<file path="src/rtl/lsagu_pkg.sv">
package lsagu_pkg;
  typedef enum logic [1:0] {
    IDX_OFFSET = 2'b00,
    IDX_PRE    = 2'b01,
    IDX_POST   = 2'b10,
    IDX_ALT    = 2'b11
  } idx_mode_e;

  typedef enum logic [1:0] {
    OPS_IMM   = 2'b00,
    OPS_REG   = 2'b01,
    OPS_SHREG = 2'b10,
    OPS_REG2  = 2'b11
  } ofs_src_e;
endpackage

</file>
<file path="src/rtl/lsagu_operand.sv">
module lsagu_operand
  import lsagu_pkg::*;
#(
  parameter int ADDR_W = 32,
  parameter int SH_W   = $clog2(ADDR_W)
) (
  input  logic [ADDR_W-1:0] index_i,
  input  logic [ADDR_W-1:0] imm_i,
  input  logic [SH_W-1:0]   shamt_i,
  input  ofs_src_e          src_i,
  output logic [ADDR_W-1:0] offset_o
);
  logic [ADDR_W-1:0] shifted;

  // Barrier shifter built stage by stage; bits pushed past the top are dropped.
  logic [ADDR_W-1:0] stage [SH_W+1];
  assign stage[0] = index_i;
  for (genvar s = 0; s < SH_W; s++) begin : g_shift
    assign stage[s+1] = shamt_i[s] ? (stage[s] << (1 << s)) : stage[s];
  end
  assign shifted = stage[SH_W];

  always_comb begin
    unique case (src_i)
      OPS_IMM:   offset_o = imm_i;
      OPS_SHREG: offset_o = shifted;
      default:   offset_o = index_i;
    endcase
  end
endmodule

</file>
<file path="src/rtl/lsagu_addsub.sv">
module lsagu_addsub #(
  parameter int ADDR_W = 32
) (
  input  logic [ADDR_W-1:0] base_i,
  input  logic [ADDR_W-1:0] offset_i,
  input  logic              sub_i,
  output logic [ADDR_W-1:0] sum_o
);
  // One carry chain: subtraction as base + ~offset + 1, carry-out dropped.
  logic [ADDR_W-1:0] opnd;
  logic [ADDR_W:0]   full;
  assign opnd  = sub_i ? ~offset_i : offset_i;
  assign full  = {1'b0, base_i} + {1'b0, opnd} + {{ADDR_W{1'b0}}, sub_i};
  assign sum_o = full[ADDR_W-1:0];
endmodule

</file>
<file path="src/rtl/lsagu_route.sv">
module lsagu_route
  import lsagu_pkg::*;
#(
  parameter int ADDR_W = 32
) (
  input  logic [ADDR_W-1:0] base_i,
  input  logic [ADDR_W-1:0] adj_i,
  input  idx_mode_e         mode_i,
  output logic [ADDR_W-1:0] ea_o,
  output logic [ADDR_W-1:0] wb_o,
  output logic              wb_en_o
);
  always_comb begin
    wb_o = adj_i;
    unique case (mode_i)
      IDX_PRE: begin
        ea_o    = adj_i;
        wb_en_o = 1'b1;
      end
      IDX_POST: begin
        ea_o    = base_i;
        wb_en_o = 1'b1;
      end
      default: begin
        ea_o    = adj_i;
        wb_en_o = 1'b0;
      end
    endcase
  end
endmodule

</file>
<file path="src/rtl/lsagu_top.sv">
module lsagu_top
  import lsagu_pkg::*;
#(
  parameter int ADDR_W = 32,
  parameter int SH_W   = $clog2(ADDR_W)
) (
  input  logic              clk,
  input  logic              rst,
  input  logic              in_valid,
  input  logic [ADDR_W-1:0] base_i,
  input  logic [ADDR_W-1:0] index_i,
  input  logic [ADDR_W-1:0] imm_i,
  input  logic [SH_W-1:0]   shamt_i,
  input  logic [1:0]        src_sel_i,
  input  logic              sub_i,
  input  logic [1:0]        mode_i,
  output logic              out_valid_o,
  output logic [ADDR_W-1:0] ea_o,
  output logic [ADDR_W-1:0] wb_data_o,
  output logic              wb_en_o
);
  logic [ADDR_W-1:0] offset;
  logic [ADDR_W-1:0] adj;
  logic [ADDR_W-1:0] ea_d;
  logic [ADDR_W-1:0] wb_d;
  logic              wb_en_d;

  lsagu_operand #(.ADDR_W(ADDR_W), .SH_W(SH_W)) u_operand (
    .index_i  (index_i),
    .imm_i    (imm_i),
    .shamt_i  (shamt_i),
    .src_i    (ofs_src_e'(src_sel_i)),
    .offset_o (offset)
  );

  lsagu_addsub #(.ADDR_W(ADDR_W)) u_addsub (
    .base_i   (base_i),
    .offset_i (offset),
    .sub_i    (sub_i),
    .sum_o    (adj)
  );

  lsagu_route #(.ADDR_W(ADDR_W)) u_route (
    .base_i  (base_i),
    .adj_i   (adj),
    .mode_i  (idx_mode_e'(mode_i)),
    .ea_o    (ea_d),
    .wb_o    (wb_d),
    .wb_en_o (wb_en_d)
  );

  always_ff @(posedge clk) begin
    if (rst) begin
      out_valid_o <= 1'b0;
      wb_en_o     <= 1'b0;
      ea_o        <= '0;
      wb_data_o   <= '0;
    end else begin
      out_valid_o <= in_valid;
      wb_en_o     <= in_valid & wb_en_d;
      if (in_valid) begin
        ea_o      <= ea_d;
        wb_data_o <= wb_d;
      end
    end
  end
endmodule

</file>
<file path="config.mk">
export PLATFORM = sky130hd
export DESIGN_NAME = lsagu_top
export DESIGN_NICKNAME = d
export VERILOG_FILES = /design/src/rtl/lsagu_pkg.sv /design/src/rtl/lsagu_operand.sv /design/src/rtl/lsagu_addsub.sv /design/src/rtl/lsagu_route.sv /design/src/rtl/lsagu_top.sv
export SDC_FILE = /design/constraint.sdc
export NUM_CORES = 1
export LEC_CHECK = 0
export ABC_AREA = 0
export BUFFER_PORTS_ARGS = -buffer_cell sky130_fd_sc_hd__buf_2
export CAP_MARGIN = 20
export CORE_ASPECT_RATIO = 0.7
export CORE_MARGIN = 1.5
export CORE_UTILIZATION = 56
export CTS_BUF_LIST = sky130_fd_sc_hd__clkbuf_2 sky130_fd_sc_hd__clkbuf_4 sky130_fd_sc_hd__clkbuf_8
export CTS_CLUSTER_SIZE = 10
export DETAILED_ROUTE_END_ITERATION = 10
export GPL_ROUTABILITY_DRIVEN = 0
export GPL_TIMING_DRIVEN = 0
export PLACE_DENSITY = 0.84
export SETUP_SLACK_MARGIN = 0.1
export SLEW_MARGIN = 20
export SYNTH_ARGS = -nofsm -noshare
export SYNTH_HDL_FRONTEND = slang
export SYNTH_SLANG_ARGS = --single-unit
</file>
<file path="constraint.sdc">
create_clock -name clk -period 6.6 [get_ports clk]
set_input_delay 1.32 -clock clk [delete_from_list [all_inputs] [get_ports clk]]
set_output_delay 1.32 -clock clk [all_outputs]
set_load 0.1 [all_outputs]
</file>
Yosys cells after proc, flatten, opt, wreduce, memory -nomap -nowiden. Index checks and enable logic that the tools add are counted.

Equality and inequality tests: 3. Multiplexer cells: 9. Bitwise logic cells: 2. $add $sub $neg: 2. Reduce and logical (&&, ||, !) cells: 2.

Operators by type and width (number): $mux 32 (7); $pmux 32 s2 (1); $add 32x1->32 (1); $add 32x32->32 (1); $not 32->32 (1); $eq 2x2->1 const B (2); $eq 2x1->1 const B (1); $logic_not 2->1 (1); $reduce_or 2->1 (1); $and 1x1->1 (1); $mux 1 (1).

Register bits: 66. Output and inout port bits: 66. Word-level logic and storage cells: 22. Input port bits: 109.

Longest topological paths before layout.
Depth in word-level cells: 11. Mapped depth: 21. Mapped depth without buffers: 17.

Hierarchy. From an unflattened synthesis, not the netlist that was laid out.

Cell total of the unflattened synthesis: 842. Area, all modules: 7465.9 µm².

Modules (own cells, without submodules): lsagu_top (instances 1, area an instance 2363.5 µm², cells an instance 210, sequential area each 1321.3 µm²); lsagu_operand (instances 1, area an instance 2233.4 µm², cells an instance 286, sequential area each 0.0 µm²); lsagu_addsub (instances 1, area an instance 2064.5 µm², cells an instance 275, sequential area each 0.0 µm²); lsagu_route (instances 1, area an instance 804.5 µm², cells an instance 71, sequential area each 0.0 µm²).

Worst setup path after synthesis. Ideal clock, no wire load.

Path type: input-to-reg. From: input port shamt_i[0]. To: register ea_o[28]. Stages: 20. Library setup time: 0.091 ns. Required time: 6.509 ns. Data arrival time: 5.344 ns. Buffers on the path: 3. Slack: 1.165 ns. Cell sequence: clkbuf_1 buf_2 buf_1 mux2i_1 mux2i_1 mux2_2 nor2_1 a21oi_1 a221oi_1 o21ai_0 xor2_1 ha_1 a21oi_1 a21oi_1 a41o_1 a311oi_1 o31ai_1 a21oi_1 nand3_1 a311oi_1.

Word-level cells in the longest chain between the ends: 11.

Ends and longest elaborated chain: from (decl) (RTL line lsagu_top.sv:13) `input logic [SH_W-1:0] shamt_i,`; $mux 32 * (5 in series) (RTL line lsagu_operand.sv:19) `assign stage[s+1] = shamt_i[s] ? (stage[s] << (1 << s)) : stage[s];`; $pmux 32 s2 * (RTL line lsagu_operand.sv:24) `unique case (src_i)`; $not 32->32 (RTL line lsagu_addsub.sv:12) `assign opnd = sub_i ? ~offset_i : offset_i;`; $mux 32 * (RTL line lsagu_addsub.sv:12); $add 32x32->32 * (RTL line lsagu_addsub.sv:13) `assign full = {1'b0, base_i} + {1'b0, opnd} + {{ADDR_W{1'b0}}, sub_i};`; $add 32x1->32 * (RTL line lsagu_addsub.sv:13); $mux 32 * (RTL line lsagu_route.sv:15) `unique case (mode_i)`; to (signal assigned) (RTL line lsagu_top.sv:56) `ea_o <= '0;`; to (signal assigned) (RTL line lsagu_top.sv:62) `ea_o <= ea_d;`; to (decl) (RTL line lsagu_top.sv:18) `output logic [ADDR_W-1:0] ea_o,`.

Mark *: on every way between the ends. The rest lies on a longest branch, timed or not. A chain may end at the register's enable or synchronous reset.

Worst setup path in the final report.
From: input port shamt_i[1]. To: register ea_o[20].

Word-level cells in the longest chain between the ends: 10.

Ends and longest elaborated chain (RTL line): $mux 32 * (4 in series) (lsagu_operand.sv:19); $pmux 32 s2 * (lsagu_operand.sv:24); $not 32->32 (lsagu_addsub.sv:12); $mux 32 * (lsagu_addsub.sv:12); $add 32x32->32 * (lsagu_addsub.sv:13); $add 32x1->32 * (lsagu_addsub.sv:13); $mux 32 * (lsagu_route.sv:15).

Marks and branches as above.

==> results by group <==
Status
  • Outcome: finished, final reports clean

Power and ir drop
  • Switching share of total power: 0.543
  • Peak supply drop: 0.167 mV
  • Gate power share: 0.614
  • Pwr dens: 258 mW/mm^2
  • Switching power: 1.12 mW
  • Sequential share of power: 0.235
  • Pint: 944 uW
  • Clock share of power: 0.151
  • Static leakage: 3.65 nW

Synth
  • Mapped Area: 0.00681 mm^2
  • Largest cells by area after synthesis: dfxtp_1 19%, mux2i_1 10%, ha_1 6.2%
  • Post-Syn Instances: 907
  • Flops & latches, synth: 66
  • Yosys Warn Count: 0
  • Post-synth EDFFs: 0
  • Yosys top cell area share: 0.194
  • Cell accounting for the most synthesized area: dfxtp_1
  • Post-synthesis sequential area ratio: 0.194
  • Syn Nets: 1051
  • Synth cell types: 67
  • Ys async rst share: 0
  • Post-Syn Area per Cell: 7.51 um^2
  • Top FF cell, synth: dfxtp_1

Layout
  • Final #Nets: 1229
  • Commonest non-fill, non-tap cell in the layout: buf_2
  • Most frequent cells in the layout: 173 x buf_2, 98 x nand2_1, 86 x nor2_1, 82 x a21oi_1, 69 x mux2i_1
  • Layout area overhead: 17.7%
  • Final core occ: 0.681
  • Antenna Cells: 0
  • Share of cells above drive strength 1: 0.210

STA
  • Slew Viols, Final: 0
  • Max_slew headroom: 0.432
  • Final Hold Fails: 0
  • Final setup fails: 0
  • Minimum clock period: 6200 ps
  • Fmax: 161 MHz
  • Setup TNS: 0 ps
  • RSZ-0062 raised after global routing: no
  • Measured slew at the worst slew-check pin: 844 ps
  • Worst clock skew: 0 ps
  • Fin crit share: 0.939

Clock network
  • Reg clk slew, reported paths: 80 ps
  • Clk buf depth: 2
  • Total CTS buffers: 9
  • Postcts setup bufs: 0
  • CTS H-tree depth: 3
  • Clock Latency Late Sink: 360 ps
  • Cts hold-fix bufs: 0
  • Post_cts resized: 0
  • CTS root buf: clkbuf_8
  • CTS tree: built
  • Clock tree sinks: 66

Floorplan
  • Core Area: 0.0118 mm^2
  • Die X: 135 um
  • Row count: 33
  • Ports: 175
  • Chip Height: 95.3 um
  • Initial Util: 0.579
  • Die area: 0.0128 mm^2

Setup path
  • CP startpoint kind: input pin
  • Arr. time, crit path: 6460 ps
  • Slowest CP cell: a2111oi_0
  • Crit path required time: 6860 ps
  • Max FO, Critical Path: 10
  • Crit path max-delay family: compound AO/OA/AOI/OAI gates
  • Reg2reg setup slack: 5740 ps
  • WP buf/inv: 6
  • Crit. End Element: register
  • CP Class: input pin to register
  • CP max stage delay: 430 ps
  • CP Cell Sequence: buf_2, clkbuf_1, inv_2, buf_2, clkbuf_2, mux2i_1, a21oi_1, nand2_1, o21ai_0, o21ai_0, xor2_1, ha_1, clkbuf_1, a211o_1, a21oi_1, nand3_1, o21ai_0, o21ai_1, a2111oi_0, a21oi_1, a311oi_1

Global routing
  • Largest net degree at the start of global routing: 12
  • GR Util All Layers: 0.378
  • Global-route wire length before repair: 37300 um
  • Initial antenna violation count: 1
  • Overflow after GRT: 0
  • Vias in the first global route: 7164

Routing
  • Drt wl/cell: 19.8 um
  • Final wirelength: 24700 um
  • Detail Route Antenna Nets: 0
  • DRC Markers: 0
  • DR vias/cell: 6.59
  • 1st-pass router iterations: 6
  • Initial drt markers: 1003
  • Via count: 8222

Placement
  • HPWL after DPL: 20000 um
  • Number of port buffers: 167

Flow run
  • MaxCap Viol Count: 0

Hold path
  • Hold/Removal Path Class: register to register
## layout make-up
class                      count  area (um^2)
buffer                        69          277
fill                        1039         3750
clock inverter                 5         31.3
timing repair buffer         167          836
inverter                      13         48.8
sequential                    66         1320
clock buffer                  11          139
tap                          157          196
multi-input combinational    759         5160
## registers in the layout (all words and copies together) (netlist names)
name and cells:
ea_o 32, out_valid_o 1, wb_data_o 32, wb_en_o 1
## path summary, 6_finish.rpt
check / startpoint / endpoint / cells after the start
worst min-delay path: wb_data_o[27]$_SDFFE_PP0P_ / wb_data_o[27]$_SDFFE_PP0P_ / 2
worst max-delay path: shamt_i[1] / ea_o[20]$_SDFFE_PP0P_ / 21
worst max register to register: wb_data_o[20]$_SDFFE_PP0P_ / wb_data_o[20]$_SDFFE_PP0P_ / 3
worst min register to register: wb_data_o[27]$_SDFFE_PP0P_ / wb_data_o[27]$_SDFFE_PP0P_ / 2
## worst reg2reg max path, stage by stage (launching register included)
cell and delay [ps]:
dfxtp_1 320, nand2_1 60, o21ai_0 80, a211o_1 290
## routing by layer
metal / global-route usage / share of wire
met4: 0.109 / 0.028
met2: 0.541 / 0.39
met1: 0.549 / 0.42
met3: 0.0994 / 0.16
met5: 0.0437 / 0.00053
## power by group through the flow
stage	Combinational [mW]	Sequential [mW]	Clock [mW]
floorplan	0.556	0.910	0
global placement	1.22	0.494	0
detailed placement	1.23	0.494	0
CTS	1.24	0.486	0.308
global route	1.34	0.492	0.328
finish	1.27	0.486	0.312
## Yosys cell counts (7+ instances only)
cell type and count:
o211ai_1 7, xnor2_1 13, a211oi_1 14, o21ai_0 55, nor3b_1 36, nand2_1 98
a21oi_1 82, inv_1 11, ha_1 34, dfxtp_1 66, nand4_1 11, o21a_1 7
a311oi_1 15, nand3_1 25, o221ai_1 17, clkbuf_1 53, a21o_1 15, or3_1 8
xor2_1 38, buf_1 9, and3_1 10, mux2i_1 69, mux2_2 22, a31oi_1 7
nor2_1 86, nor3_1 9
## cell families after synthesis
group	after synthesis	share of synthesized area
flip-flops	66	0.194
buffers and inverters	82	0.0474
multiplexers	94	0.147
adder cells (fa/ha/maj)	35	0.0654
XOR/XNOR	51	0.0656
AO/OA/AOI/OAI	269	0.260
AND/OR/NAND/NOR	310	0.221
## stage by stage
step	power (mW)	instance area (um^2)	setup slack (ps)	hold WS [ps]	cells
after CTS	2.03	8010	483	470	1247
after floorplan	1.47	6810	1170	905	907
after detailed placement	1.73	7840	128	459	1231
after global placement	1.71	7840	174	454	1231
after global routing	2.16	8010	130	497	1247
final	2.07	8010	401	469	1247
Power figures use the tool's default switching activity.
